===== config.mk =====
export PLATFORM = sky130hd
export DESIGN_NAME = nextpc_unit
export DESIGN_NICKNAME = d
export VERILOG_FILES = /design/src/rtl/nextpc_pkg.sv /design/src/rtl/nextpc_target.sv /design/src/rtl/nextpc_cond.sv /design/src/rtl/nextpc_unit.sv
export SDC_FILE = /design/constraint.sdc
export NUM_CORES = 1
export LEC_CHECK = 0
export BUFFER_PORTS_ARGS = -buffer_cell sky130_fd_sc_hd__buf_2
export CELL_PAD_IN_SITES_DETAIL_PLACEMENT = 1
export CELL_PAD_IN_SITES_GLOBAL_PLACEMENT = 1
export CORE_ASPECT_RATIO = 1.75
export CORE_MARGIN = 2
export CORE_UTILIZATION = 30
export DETAILED_ROUTE_END_ITERATION = 6
export PLACE_DENSITY_LB_ADDON = 0.1
export SYNTH_ARGS = -nofsm -noshare
export SYNTH_HDL_FRONTEND = slang
export SYNTH_SLANG_ARGS = --single-unit

===== constraint.sdc =====
create_clock -name clk -period 0.8 [get_ports clk]
set_input_delay 0.12 -clock clk [delete_from_list [all_inputs] [get_ports clk]]
set_output_delay 0.12 -clock clk [all_outputs]
set_load 0.02 [all_outputs]

===== src/rtl/nextpc_pkg.sv =====
package nextpc_pkg;

    localparam int OP_W = 4;

    typedef enum logic [OP_W-1:0] {
        OP_SEQ   = 4'd0,
        OP_BRA   = 4'd1,
        OP_BCS   = 4'd2,
        OP_BCC   = 4'd3,
        OP_BBS   = 4'd4,
        OP_BBC   = 4'd5,
        OP_BBSC  = 4'd6,
        OP_BAZ   = 4'd7,
        OP_BANZ  = 4'd8,
        OP_CMPNE = 4'd9,
        OP_DECNZ = 4'd10,
        OP_PJMP  = 4'd11,
        OP_PCALL = 4'd12,
        OP_FJMP  = 4'd13,
        OP_FCALL = 4'd14,
        OP_IJMP  = 4'd15
    } op_e;

    typedef enum logic [2:0] {
        SEL_SEQ,
        SEL_REL,
        SEL_PAGE,
        SEL_ABS,
        SEL_IND
    } sel_e;

endpackage


===== src/rtl/nextpc_target.sv =====
module nextpc_target #(
    parameter int PC_W   = 16,
    parameter int DW     = 8,
    parameter int PAGE_W = 11,
    parameter int LEN_W  = 2
) (
    input  logic [PC_W-1:0]  pc,
    input  logic [LEN_W-1:0] len,
    input  logic [DW-1:0]    rel,
    input  logic [PC_W-1:0]  imm,
    input  logic [PC_W-1:0]  dptr,
    input  logic [DW-1:0]    acc,
    output logic [PC_W-1:0]  seq_addr,
    output logic [PC_W-1:0]  rel_addr,
    output logic [PC_W-1:0]  page_addr,
    output logic [PC_W-1:0]  ind_addr
);

    localparam int EXT_W = PC_W - DW;

    logic [PC_W-1:0] rel_ext;

    always_comb begin
        seq_addr = pc + PC_W'(len);
        rel_ext  = {{EXT_W{rel[DW-1]}}, rel};
        rel_addr = seq_addr + rel_ext;
        ind_addr = dptr + PC_W'(acc);
    end

    generate
        if (PAGE_W >= PC_W) begin : g_flat
            assign page_addr = imm;
        end else begin : g_paged
            assign page_addr = {seq_addr[PC_W-1:PAGE_W], imm[PAGE_W-1:0]};
        end
    endgenerate

endmodule


===== src/rtl/nextpc_cond.sv =====
module nextpc_cond
    import nextpc_pkg::*;
#(
    parameter int DW = 8
) (
    input  op_e           op,
    input  logic          cy,
    input  logic          bitv,
    input  logic [DW-1:0] acc,
    input  logic [DW-1:0] opa,
    input  logic [DW-1:0] opb,
    output logic          take,
    output sel_e          sel,
    output logic          push,
    output logic          bit_clr,
    output logic          cy_we,
    output logic          cy_val,
    output logic          dec_we,
    output logic [DW-1:0] dec_val
);

    logic          acc_zero;
    logic [DW-1:0] dec_res;

    always_comb begin
        acc_zero = (acc == '0);
        dec_res  = opa - DW'(1);
        take     = 1'b0;
        sel      = SEL_REL;
        push     = 1'b0;
        bit_clr  = 1'b0;
        cy_we    = 1'b0;
        cy_val   = 1'b0;
        dec_we   = 1'b0;
        dec_val  = '0;
        unique case (op)
            OP_SEQ:   sel  = SEL_SEQ;
            OP_BRA:   take = 1'b1;
            OP_BCS:   take = cy;
            OP_BCC:   take = ~cy;
            OP_BBS:   take = bitv;
            OP_BBC:   take = ~bitv;
            OP_BBSC: begin
                take    = bitv;
                bit_clr = bitv;
            end
            OP_BAZ:   take = acc_zero;
            OP_BANZ:  take = ~acc_zero;
            OP_CMPNE: begin
                take   = (opa != opb);
                cy_we  = 1'b1;
                cy_val = (opa < opb);
            end
            OP_DECNZ: begin
                dec_we  = 1'b1;
                dec_val = dec_res;
                take    = (dec_res != '0);
            end
            OP_PJMP: begin
                take = 1'b1;
                sel  = SEL_PAGE;
            end
            OP_PCALL: begin
                take = 1'b1;
                sel  = SEL_PAGE;
                push = 1'b1;
            end
            OP_FJMP: begin
                take = 1'b1;
                sel  = SEL_ABS;
            end
            OP_FCALL: begin
                take = 1'b1;
                sel  = SEL_ABS;
                push = 1'b1;
            end
            OP_IJMP: begin
                take = 1'b1;
                sel  = SEL_IND;
            end
            default: sel = SEL_SEQ;
        endcase
    end

endmodule


===== src/rtl/nextpc_unit.sv =====
module nextpc_unit
    import nextpc_pkg::*;
#(
    parameter int PC_W   = 16,
    parameter int DW     = 8,
    parameter int PAGE_W = 11,
    parameter int LEN_W  = 2
) (
    input  logic              clk,
    input  logic              rst_n,
    input  logic [PC_W-1:0]   pc_i,
    input  logic [LEN_W-1:0]  len_i,
    input  logic [OP_W-1:0]   op_i,
    input  logic [DW-1:0]     rel_i,
    input  logic [PC_W-1:0]   imm_i,
    input  logic [PC_W-1:0]   dptr_i,
    input  logic [DW-1:0]     acc_i,
    input  logic              cy_i,
    input  logic              bit_i,
    input  logic [DW-1:0]     opa_i,
    input  logic [DW-1:0]     opb_i,
    output logic [PC_W-1:0]   npc_o,
    output logic              taken_o,
    output logic              push_o,
    output logic [PC_W-1:0]   ret_addr_o,
    output logic              bit_clr_o,
    output logic              cy_we_o,
    output logic              cy_o,
    output logic              dec_we_o,
    output logic [DW-1:0]     dec_val_o
);

    typedef struct packed {
        logic [PC_W-1:0] npc;
        logic            taken;
        logic            push;
        logic [PC_W-1:0] ret;
        logic            bclr;
        logic            cwe;
        logic            cval;
        logic            dwe;
        logic [DW-1:0]   dval;
    } out_t;

    out_t st_d, st_q;

    logic [PC_W-1:0] seq_addr, rel_addr, page_addr, ind_addr;
    logic            take, push, bclr, cwe, cval, dwe;
    logic [DW-1:0]   dval;
    sel_e            sel;

    nextpc_target #(
        .PC_W  (PC_W),
        .DW    (DW),
        .PAGE_W(PAGE_W),
        .LEN_W (LEN_W)
    ) target_i (
        .pc       (pc_i),
        .len      (len_i),
        .rel      (rel_i),
        .imm      (imm_i),
        .dptr     (dptr_i),
        .acc      (acc_i),
        .seq_addr (seq_addr),
        .rel_addr (rel_addr),
        .page_addr(page_addr),
        .ind_addr (ind_addr)
    );

    nextpc_cond #(
        .DW(DW)
    ) cond_i (
        .op     (op_e'(op_i)),
        .cy     (cy_i),
        .bitv   (bit_i),
        .acc    (acc_i),
        .opa    (opa_i),
        .opb    (opb_i),
        .take   (take),
        .sel    (sel),
        .push   (push),
        .bit_clr(bclr),
        .cy_we  (cwe),
        .cy_val (cval),
        .dec_we (dwe),
        .dec_val(dval)
    );

    always_comb begin
        st_d       = '0;
        st_d.taken = take;
        st_d.npc   = seq_addr;
        if (take) begin
            unique case (sel)
                SEL_REL:  st_d.npc = rel_addr;
                SEL_PAGE: st_d.npc = page_addr;
                SEL_ABS:  st_d.npc = imm_i;
                SEL_IND:  st_d.npc = ind_addr;
                default:  st_d.npc = seq_addr;
            endcase
        end
        st_d.push = push;
        st_d.ret  = push ? seq_addr : '0;
        st_d.bclr = bclr;
        st_d.cwe  = cwe;
        st_d.cval = cval;
        st_d.dwe  = dwe;
        st_d.dval = dval;
    end

    always_ff @(posedge clk or negedge rst_n) begin
        if (!rst_n) st_q <= '0;
        else        st_q <= st_d;
    end

    assign npc_o      = st_q.npc;
    assign taken_o    = st_q.taken;
    assign push_o     = st_q.push;
    assign ret_addr_o = st_q.ret;
    assign bit_clr_o  = st_q.bclr;
    assign cy_we_o    = st_q.cwe;
    assign cy_o       = st_q.cval;
    assign dec_we_o   = st_q.dwe;
    assign dec_val_o  = st_q.dval;

endmodule


Word level (Yosys, flattened, before mapping)
Cells that the tools add are included.

storage, ports and cells
  register bits after elaboration = 46
  input port bits = 90
  output and inout bits = 46
  word-level logic and storage cells = 56

cells by class
  $add $sub $neg = 4
  magnitude comparators = 1
  equal/unequal tests = 20
  mux-type cells = 11
  bitwise logic cells = 3
  reductions and logical operators = 8

operators with widths
  operator                                              count
  case mux 16 bit (4 select lines)                      1
  equality test 4 bit (second input constant)           8
  2-to-1 mux 16 bit                                     2
  adder 16 bit                                          1
  adder 16 x 2 -> 16 bit                                1
  adder 16 x 8 -> 16 bit                                1
  equality test 4 x 3 -> 1 bit (second input constant)  4
  case mux 3 bit (4 select lines)                       1
  case mux 1 bit (9 select lines)                       1
  equality test 4 x 2 -> 1 bit (second input constant)  2
  zero test 8 bit                                       1
  < comparator 8 bit                                    1
  2-to-1 mux 8 bit                                      1
  inequality test 8 bit                                 1
  nonzero test 8 bit                                    1
  OR reduction 2 bit                                    4
  subtractor 8 x 1 -> 8 bit (second input constant)     1
  equality test 3 x 2 -> 1 bit (second input constant)  2
  OR reduction 6 bit                                    1
  2-to-1 mux 1 bit                                      5
  equality test 4 x 1 -> 1 bit (second input constant)  1
  zero test 4 bit                                       1
  equality test 3 x 1 -> 1 bit (second input constant)  1
  equality test 3 bit (second input constant)           1
  inverter 1 bit                                        3

Longest topological paths before layout
  depth after elaboration = 6
  depth in mapped cells = 15
  depth with buffers taken out = 15

Hierarchy
Synthesis repeated with hierarchy kept, for this count alone.

unflattened totals
  cell total of the unflattened synthesis = 488
  area total of the unflattened synthesis = 4317.9 um^2

by module, submodules not included
  module         instances  cells each  area each (um^2)  sequential area each (um^2)
  nextpc_unit    1          179         2139.6            1151.1
  nextpc_target  1          208         1539.0            0.0
  nextpc_cond    1          101         639.4             0.0

Worst setup path before layout
OpenSTA, ideal clock, no wires.

  path type = input to register
  start = input port pc_i[0]
  end = register st_q, in the netlist npc_o[14]
  setup time = 0.134 ns
  arrival time = 2.733 ns
  required time = 0.666 ns
  path slack = -2.067 ns
  stages on the path = 15
  path buffers = 0
  cells stage by stage = ha_1 -> fa_1 -> nand3_1 -> nor2_1 -> nand2_1 -> xor2_1 -> inv_1 -> ha_1 -> a21o_1 -> a21o_1 -> nor3_1 -> a21oi_1 -> xor2_1 -> a222oi_1 -> o22ai_1

RTL lines
  what                  line                text
  from (decl)           nextpc_unit.sv:11   input logic [PC_W-1:0] pc_i,
  to (signal assigned)  nextpc_unit.sv:113  else st_q <= st_d;
  to (decl)             nextpc_unit.sv:45   out_t st_d, st_q;

==> flow_summary.json <==
{
  "yosysSeqAreaShare_pct": 30.0,
  "final_min_period_over_clock_period_pct": 342,
  "grt_start_max_net_pins": 47,
  "htreeDepth": 2,
  "routed_via_density": 5.17,
  "switching_share_pct": 35.7,
  "failing_checks": "negative setup slack",
  "final_antenna_net_count": 0,
  "period_minus_slack_ns": 2.74,
  "power_leakage_nw": 3.65,
  "nNetsFinal": 867,
  "postSynthRegisterBits": 46,
  "die_width_um": 89.5,
  "critical-path-slowest-cell": "sky130_fd_sc_hd__a222oi_1",
  "detailroute.via_count": 4677,
  "timing.critical_path.fanout_max": 3,
  "firstDrtPassIters": 5,
  "path_clk_slew_ns": 0.07,
  "slew_viol_final": 0,
  "cell_internal_pwr_mw": 6.83,
  "tritoncts.num_buffers": 5,
  "final_critical_path_setup_slack_ns": -1.94,
  "final_cell_mix": "sky130_fd_sc_hd__buf_4 (140), sky130_fd_sc_hd__buf_6 (82), sky130_fd_sc_hd__buf_2 (75)",
  "design_power_total_mw": 10.6,
  "critPathTopFamily": "compound AO/OA/AOI/OAI gates",
  "drt_iter0_markers": 158,
  "clock_tree_from_tritoncts": "done",
  "outcome": "finished with violations",
  "placeableCoreArea_mm2": 0.0125,
  "num-fill-cells": 1380,
  "route.detailed.wl_per_inst_um": 21.8,
  "combPwrFrac_pct": 50.8,
  "netSwitchingPower_mw": 3.79,
  "antennaDiodeCount": 0,
  "synthesis.area_mm2": 0.00384,
  "synth-edff-count": 0,
  "num_io_pins": 136,
  "worst_path_most_repeated_cell": "sky130_fd_sc_hd__a21o_1",
  "drt-total-wl_um": 19700,
  "synthFlopType": "sky130_fd_sc_hd__dfrtp_1",
  "unrepaired_setup_endpoints_after_global_routing": "true",
  "cts-root-to-sink-buffers": 2,
  "clkPwrFrac_pct": 23.7,
  "yosys.cell_types.count": 59,
  "critical_path_buf_inv_count": 4,
  "grt_antenna_before_repair": 0,
  "hold_class": "in2reg",
  "layout-drive-gt1-share_pct": 61.7,
  "synthesis.yosys.warnings": 0,
  "finalSetupViolCount": 81,
  "grt_use_total_pct": 26.1,
  "slew_headroom_pct": 67.4,
  "postSynthAreaPerCell_um2": 8.93,
  "max-cap-violations": 0,
  "critical_path_launch_point_type": "primary input",
  "grt_remaining_overflow": 0,
  "pwr_density_cell_mw_per_mm2": 1390,
  "sequentialPowerShare_pct": 25.5,
  "grt_pass1_vias": 5263,
  "worstSetupStartpoint": "pc_i[1]",
  "setup_total_negative_slack_ns": -41.93,
  "dp_hpwl_um": 13300,
  "synthesis.nets": 561,
  "io_buffer_count": 135,
  "startpoint_of_the_lowest_slack_hold_path": "op_i[3]",
  "hold_slack_ns": 0.0220,
  "critical_path.cell_chain": "buf_8 > ha_4 > a21o_1 > nand4_1 > inv_2 > buf_6 > and3_4 > xnor2_4 > inv_2 > ha_4 > a21o_1 > a21o_1 > a31oi_1 > a21oi_1 > xor2_1 > a222oi_1 > o22ai_1",
  "max_freq_mhz": 365,
  "final-hold-violation-count": 0,
  "placement.setup.worst_slack_ns": -2.26,
  "place_congestion": 0.879,
  "worst_path_largest_cell_delay_ns": 0.32,
  "row_count": 54,
  "numClockSinks": 46,
  "syn2layout_area_growth_pct": 98.8,
  "drc": 0,
  "critPathKind": "in2reg",
  "grt_pass1_wl_um": 27000,
  "floorplan.die_area_mm2": 0.0138,
  "ir_worst_vdd_mv": 0.895,
  "cts-root-buf": "sky130_fd_sc_hd__clkbuf_16",
  "ys_async_sr_fraction_pct": 100,
  "worst_ep_arrival_time_ns": 2.92,
  "endpoint_kind": "register",
  "timing.critical_path.required_ns": 0.98,
  "worst_pin_slew_ns": 0.486,
  "layout_commonest_cell": "sky130_fd_sc_hd__buf_4",
  "synthesis.instances": 430,
  "floorplan.initialDensity_pct": 30.7,
  "height_of_the_die_um": 154
}
==> registers in the layout, indices dropped and copies added, names as in the netlist <==
register	flops
dec_val_o	8
push_o	1
cy_we_o	1
npc_o	16
taken_o	1
dec_we_o	1
cy_o	1
ret_addr_o	16
bit_clr_o	1
==> per-stage QoR <==
step                      instance area, µm²  std cells  utilization, %
after CTS                               7210        895            57.6
after global placement                  6040        866            48.3
after floorplan                         4170        430               -
after global routing                    7630        905            61.1
after detailed placement                6040        866            48.3
final                                   7630        905            61.1
==> layout make-up <==
class                   count  area (µm²)  area share, %
clock buffers               5         125           1.64
well taps                 168         210           2.75
clock inverters             3        43.8          0.574
multi-input cells         340        3380           44.4
repair buffers            310        2570           33.7
flip-flops and latches     46        1150           15.1
inverters                  33         141           1.85
==> timing repair <==
item | 4_1_cts | 5_1_grt
gates cloned | 0 | 1
setup endpoints to repair | 87 | 88
resized for setup | 204 | 73
pin swaps | 56 | 61
endpoints found under the hold margin | 46 | 0
setup buffers | 24 | 17
hold buffers | 1 | 0
==> cell families after synthesis <==
group           share of synthesized area [%]
compound gates                           20.4
xor+xnor                                 10.3
fa+ha+maj                                14.0
buf+inv                                  4.66
flops                                    30.0
mux                                      1.83
simple gates                             18.9
==> routing by layer <==
layer  global-route usage [%]  wire length, µm  vias up
met5                        0                0        -
met4                     7.89             1130        0
met3                     2.47              565       60
met2                     54.9            12000      144
met1                     24.1             6050     2318
li1                         -                -     2155
==> synthesized netlist by cell type (4+ instances only) <==
| library cell | n | area, µm² |
|---|---|---|
| sky130_fd_sc_hd__and2_1 | 7 | 43.8 |
| sky130_fd_sc_hd__inv_1 | 32 | 120 |
| sky130_fd_sc_hd__dfrtp_1 | 46 | 1150 |
| sky130_fd_sc_hd__nand3_1 | 7 | 35.0 |
| sky130_fd_sc_hd__nand2b_1 | 8 | 50.1 |
| sky130_fd_sc_hd__o21a_1 | 8 | 60.1 |
| sky130_fd_sc_hd__a211oi_1 | 4 | 30.0 |
| sky130_fd_sc_hd__ha_1 | 38 | 475 |
| sky130_fd_sc_hd__a21oi_1 | 18 | 90.1 |
| sky130_fd_sc_hd__nor4_1 | 6 | 37.5 |
| sky130_fd_sc_hd__xnor2_1 | 20 | 175 |
| sky130_fd_sc_hd__o21ai_0 | 15 | 75.1 |
| sky130_fd_sc_hd__and3_1 | 10 | 62.6 |
| sky130_fd_sc_hd__mux2i_1 | 7 | 70.1 |
| sky130_fd_sc_hd__o22ai_1 | 4 | 25.0 |
| sky130_fd_sc_hd__nor3_1 | 12 | 60.1 |
| sky130_fd_sc_hd__a221oi_1 | 6 | 52.6 |
| sky130_fd_sc_hd__a22oi_1 | 4 | 30.0 |
| sky130_fd_sc_hd__nand4_1 | 4 | 25.0 |
| sky130_fd_sc_hd__xor2_1 | 25 | 219 |
| sky130_fd_sc_hd__a222oi_1 | 5 | 50.1 |
| sky130_fd_sc_hd__a31oi_1 | 6 | 37.5 |
| sky130_fd_sc_hd__nor2_1 | 44 | 165 |
| sky130_fd_sc_hd__nand2_1 | 26 | 97.6 |
| sky130_fd_sc_hd__a21o_1 | 12 | 90.1 |
| sky130_fd_sc_hd__clkbuf_1 | 7 | 26.3 |
==> power groups by stage <==
stage	sequential [mW]	clock [mW]	combinational, mW
6_report	2.71	2.51	5.39
3_5_place_dp	2.68	0	3.96
4_1_cts	2.69	2.52	4.79
5_1_grt	2.72	2.61	5.73
3_3_place_gp	2.67	0	3.86
2_1_floorplan	2.96	0	1.73
==> worst paths after layout <==
kind	to	slack, ns	cells past startpoint
setup / recovery	npc_o[14]	-1.94	17
min in group asynchronous	bit_clr_o	0.34	3
max in group asynchronous	ret_addr_o[12]	0.22	3
hold / removal	bit_clr_o	0.02	2
Note: power is estimated with default switching activity, not from simulation.
